==> config.mk <==
export PLATFORM = sky130hd
export DESIGN_NAME = cascade_vec_arb
export DESIGN_NICKNAME = d
export VERILOG_FILES = /design/src/rtl/cascade_vec_arb.sv
export SDC_FILE = /design/constraint.sdc
export NUM_CORES = 1
export LEC_CHECK = 0
export BUFFER_PORTS_ARGS = -buffer_cell sky130_fd_sc_hd__buf_2
export CAP_MARGIN = 15
export CORE_UTILIZATION = 43
export DETAILED_ROUTE_END_ITERATION = 16
export PLACE_DENSITY_LB_ADDON = 0.3
export SLEW_MARGIN = 10
export SYNTH_ARGS = -nofsm -noshare
export SYNTH_HDL_FRONTEND = slang
export SYNTH_SLANG_ARGS = --single-unit
==> constraint.sdc <==
create_clock -name clk -period 2.2 [get_ports clk]
set_clock_uncertainty 0.05 [all_clocks]
set_input_delay 0.55 -clock clk [delete_from_list [all_inputs] [get_ports clk]]
set_output_delay 0.55 -clock clk [all_outputs]
set_load 0.01 [all_outputs]
==> src/rtl/cascade_vec_arb.sv <==
module cascade_vec_arb #(
  parameter int PIN_W   = 3,
  parameter int VEC_W   = 8,
  parameter int CAS_PIN = 2
) (
  input  logic             clk,
  input  logic             rst_n,
  input  logic             eval,
  input  logic             ack,
  input  logic             m_pin_vld,
  input  logic [PIN_W-1:0] m_pin,
  input  logic             m_raised,
  input  logic [VEC_W-1:0] m_base,
  input  logic             s_pin_vld,
  input  logic [PIN_W-1:0] s_pin,
  input  logic             s_raised,
  input  logic [VEC_W-1:0] s_base,
  output logic             intr,
  output logic [VEC_W-1:0] vec,
  output logic             vec_vld,
  output logic             cas_pulse,
  output logic             m_raise,
  output logic             m_acc,
  output logic [PIN_W-1:0] m_acc_pin,
  output logic             s_acc,
  output logic [PIN_W-1:0] s_acc_pin
);
  localparam int BASE_W = VEC_W - PIN_W;
  localparam logic [PIN_W-1:0] SPUR = '1;
  localparam logic [PIN_W-1:0] CAS  = PIN_W'(CAS_PIN);

  logic auto_q;

  wire eval_go  = (eval | auto_q) & ~ack & ~m_acc;
  wire s_go     = eval_go & ~s_raised & s_pin_vld;
  wire m_go     = eval_go & ~m_raised & m_pin_vld;

  wire [PIN_W-1:0]  m_sel     = m_pin_vld ? m_pin : SPUR;
  wire [PIN_W-1:0]  s_sel     = s_pin_vld ? s_pin : SPUR;
  wire              via_slave = (m_sel == CAS);
  wire [VEC_W-1:0]  vec_d     = via_slave ? {s_base[VEC_W-1:PIN_W], s_sel}
                                          : {m_base[VEC_W-1:PIN_W], m_sel};
  wire [BASE_W-1:0] vec_hi    = vec_d[VEC_W-1:PIN_W];
  wire              to_slave  = (vec_hi == s_base[VEC_W-1:PIN_W]);

  always_ff @(posedge clk) begin
    if (!rst_n) begin
      intr      <= 1'b0;
      vec       <= '0;
      vec_vld   <= 1'b0;
      cas_pulse <= 1'b0;
      m_raise   <= 1'b0;
      m_acc     <= 1'b0;
      m_acc_pin <= '0;
      s_acc     <= 1'b0;
      s_acc_pin <= '0;
      auto_q    <= 1'b0;
    end else begin
      cas_pulse <= s_go;
      m_raise   <= m_go;
      auto_q    <= cas_pulse | m_acc;
      vec_vld   <= ack;
      m_acc     <= ack;
      s_acc     <= ack & to_slave;
      if (ack)       intr <= 1'b0;
      else if (m_go) intr <= 1'b1;
      if (ack) begin
        vec       <= vec_d;
        m_acc_pin <= to_slave ? CAS : vec_d[PIN_W-1:0];
        s_acc_pin <= vec_d[PIN_W-1:0];
      end
    end
  end
endmodule


==> flow_summary.toml <==
[global_routing]
grt_pass1_vias = 661
grt_max_degree = 26
grt_use_total_pct = 18.5
met1_usage_pct = 21.0
grt.busiest_layer = "met2"
grt_pass1_wl_mm = 2.65
overflow = 0
use_met3_pct = 5.31
antenna_found_initial = 0
use_met2_pct = 31.5

[worst_setup_path]
path_class = "in -> reg"
r2r_cells = 3
rrSetupSlack_ns = 1.16
cpPeakStageDelay_ns = 0.51
start_kind = "primary input"
crit_buf_inv = 2
cp_slowest_cell = "nor4_4"
cp_max_fo = 6
worstPathArrival_ns = 1.58
worstReg2RegStart = "m_acc$_SDFF_PN0_"
endpoint_kind = "flip-flop"
worstPathCellList = "buf_2 -> inv_2 -> nor4_4 -> mux2i_1 -> a21oi_1"
critPathTopFamily = "simple AND/OR/NAND/NOR gates"
required_ns = 2.31
rr_endpoint = "m_raise$_SDFF_PN0_"

[cts]
cts_num_sinks = 17
tritoncts = "built"
clockBufferDepth = 2
cts.repair.resized = 0
clkTransAtPathRegs_ns = 0.09
cts-root-buf = "clkbuf_4"
htree_levels = 1
numCtsBuffers = 3
clk_latency_ns = 0.28
ctsHoldBuffers = 0
postCtsSetupBuffers = 0

[hold_path]
holdPathStages = 2
hold_start = "s_raised"
hold_end = "cas_pulse$_SDFF_PN0_"
min_path_type = "in -> reg"

[route]
drt-pass1-iter-count = 4
drt_iter0_drc = 1
avgViaCountPerCell = 4.95
ant_nets = 0
num_vias = 728
wl_per_cell_um = 11.2
wirelength_mm = 1.64
drc_errors = 0

[layout]
drive_gt1_share_pct = 39.8
nets = 154
syn_to_final_growth_pct = 29.8
diodes = 0

[power_and_ir_drop]
p_leak_uw = 0.000457
power.density_nw_per_um2 = 612
swShare_pct = 26.5
pwr-share-clk_pct = 26.2
comb_power_share_pct = 19.4
switching_power_uw = 163
seqPwrFrac_pct = 54.4
ir_drop_mv = 0.307
p_int_uw = 451

[die]
die_h_um = 44.4
start_util_pct = 48.4
ios = 50
die_width_um = 44.4
rows = 14
dieArea_um2 = 1970
core_um2 = 1590

[timing]
worst_slack_ns = 0.724
rsz0062_at_grt = "false"
period_share_pct = 67.1
tns_ns = 0
tightest_slew_ns = 0.527
setup_viol = 0
slew_viol_final = 0
slew-limit-headroom_pct = 64.6
fin_crit_ns = 1.48
finalHoldViolCount = 0
fmax_ghz = 0.678

[place]
place.gp.congestion = 0.776
dp_slack_ns = 0.409
dp_hpwl_mm = 1.21
io_buffers = 43

[synth]
syn_avg_cell_area_um2 = 9.30
synth_cells = 83
synth_area_leader_cell = "dfxtp_1"
syn_nets = 113
synthTopCellsByArea = "dfxtp_1 44%, mux2i_1 6.5%, o21ai_0 6.5%, xnor2_1 5.7%, a21oi_1 3.9%"
synth.cell_area_um2 = 772
yosys_warnings = 0
ys_seq_area_share_pct = 44.1
synth_cell_types = 26
synth_top_area_share_pct = 44.1
ys_ff_latch = 17

[run]
maxCapViolations = 0

[run_status]
outcome = "completed"
cells in the mapped netlist (all sizes together):
master	n
dfxtp	17
o21ai	10
a21oi	6
inv	5
mux2i	5
xnor2	5
buf	4
nand2b	4
a21boi	3
clkbuf	3
nor2	3
nor4	3
a31oi	2
a41oi	2
and2	2
nand2	1
nand3	1
o211ai	1
o21a	1
o21bai	1
o221ai	1
o41ai	1
or2	1
or2b	1
state kept, by name, indices dropped and copies added (netlist names):
register / count
auto_q: 1
cas_pulse: 1
intr: 1
m_acc: 1
m_acc_pin: 3
m_raise: 1
s_acc: 1
vec: 8
worst reg2reg max path: cells and delay by family (launching register included):
kind	cells	cell delay [ns]
flip-flops	1	0.34
AO/OA/AOI/OAI	1	0.18
AND/OR/NAND/NOR	2	0.42
per-stage QoR:
step	power (µW)	std cells	hold slack, ns	area [µm²]	utilization [%]
6_report	614	147	0.373	1000	62.9
5_1_grt	648	147	0.372	1000	62.9
3_3_place_gp	456	143	0.381	976	61.2
2_1_floorplan	408	83	0.445	772	-
4_1_cts	618	147	0.369	1000	62.9
3_5_place_dp	459	143	0.391	976	61.2
cell type report:
class / instances / area [µm²]
tap: 24 / 30.0
inverter: 5 / 18.8
multi-input combinational: 54 / 372
clock buffer: 4 / 26.3
timing repair buffer: 43 / 215
fill: 140 / 592
sequential: 17 / 340
cell families (layout without fill, tap and decap cells):
| group | Yosys count | in the layout | share of synthesized area [%] |
|---|---|---|---|
| AO/OA/AOI/OAI | 28 | 28 | 22.4 |
| XOR/XNOR | 5 | 5 | 5.67 |
| buffers and inverters | 12 | 52 | 7.78 |
| flip-flops | 17 | 17 | 44.1 |
| multiplexers | 5 | 5 | 6.48 |
| AND/OR/NAND/NOR | 16 | 16 | 13.6 |
routing by layer:
metal  up-vias  share of wire [%]
li1        371                  -
met1       319                 43
met2        36                 49
met3         2                7.9
met4         0               0.73
met5         -                  0
cell usage in the layout (no fill, tap or decap), drive strengths merged:
master,instances
buf,43
dfxtp,17
o21ai,10
a21oi,6
xnor2,5
mux2i,5
inv,5
nand2b,4
clkbuf,4
nor2,3
a21boi,3
nor4,3
a41oi,2
and2,2
a31oi,2
nand3,1
nand2,1
or2,1
o221ai,1
o21bai,1
or2b,1
o211ai,1
o21a,1
o41ai,1
power groups by stage:
stage / logic, µW / registers, µW / clock network [µW]
floorplan: 58.7 / 350 / 0
global placement: 116 / 340 / 0
detailed placement: 118 / 341 / 0
CTS: 119 / 334 / 165
global route: 133 / 336 / 179
finish: 119 / 334 / 161
how the worst max path moves through the flow:
| stage | from | end | slack [ns] | cells past startpoint |
|---|---|---|---|---|
| floorplan | m_pin_vld | vec[3]$_SDFFE_PN0P_ | 0.70 | 4 |
| global placement | m_pin_vld | vec[7]$_SDFFE_PN0P_ | 0.43 | 5 |
| global route | m_pin_vld | vec[3]$_SDFFE_PN0P_ | 0.63 | 5 |
| CTS | m_pin_vld | vec[7]$_SDFFE_PN0P_ | 0.71 | 5 |
| detailed placement | m_pin_vld | vec[7]$_SDFFE_PN0P_ | 0.41 | 5 |
| finish | m_pin_vld | vec[7]$_SDFFE_PN0P_ | 0.72 | 5 |
Note: power is estimated with default switching activity, not from simulation.
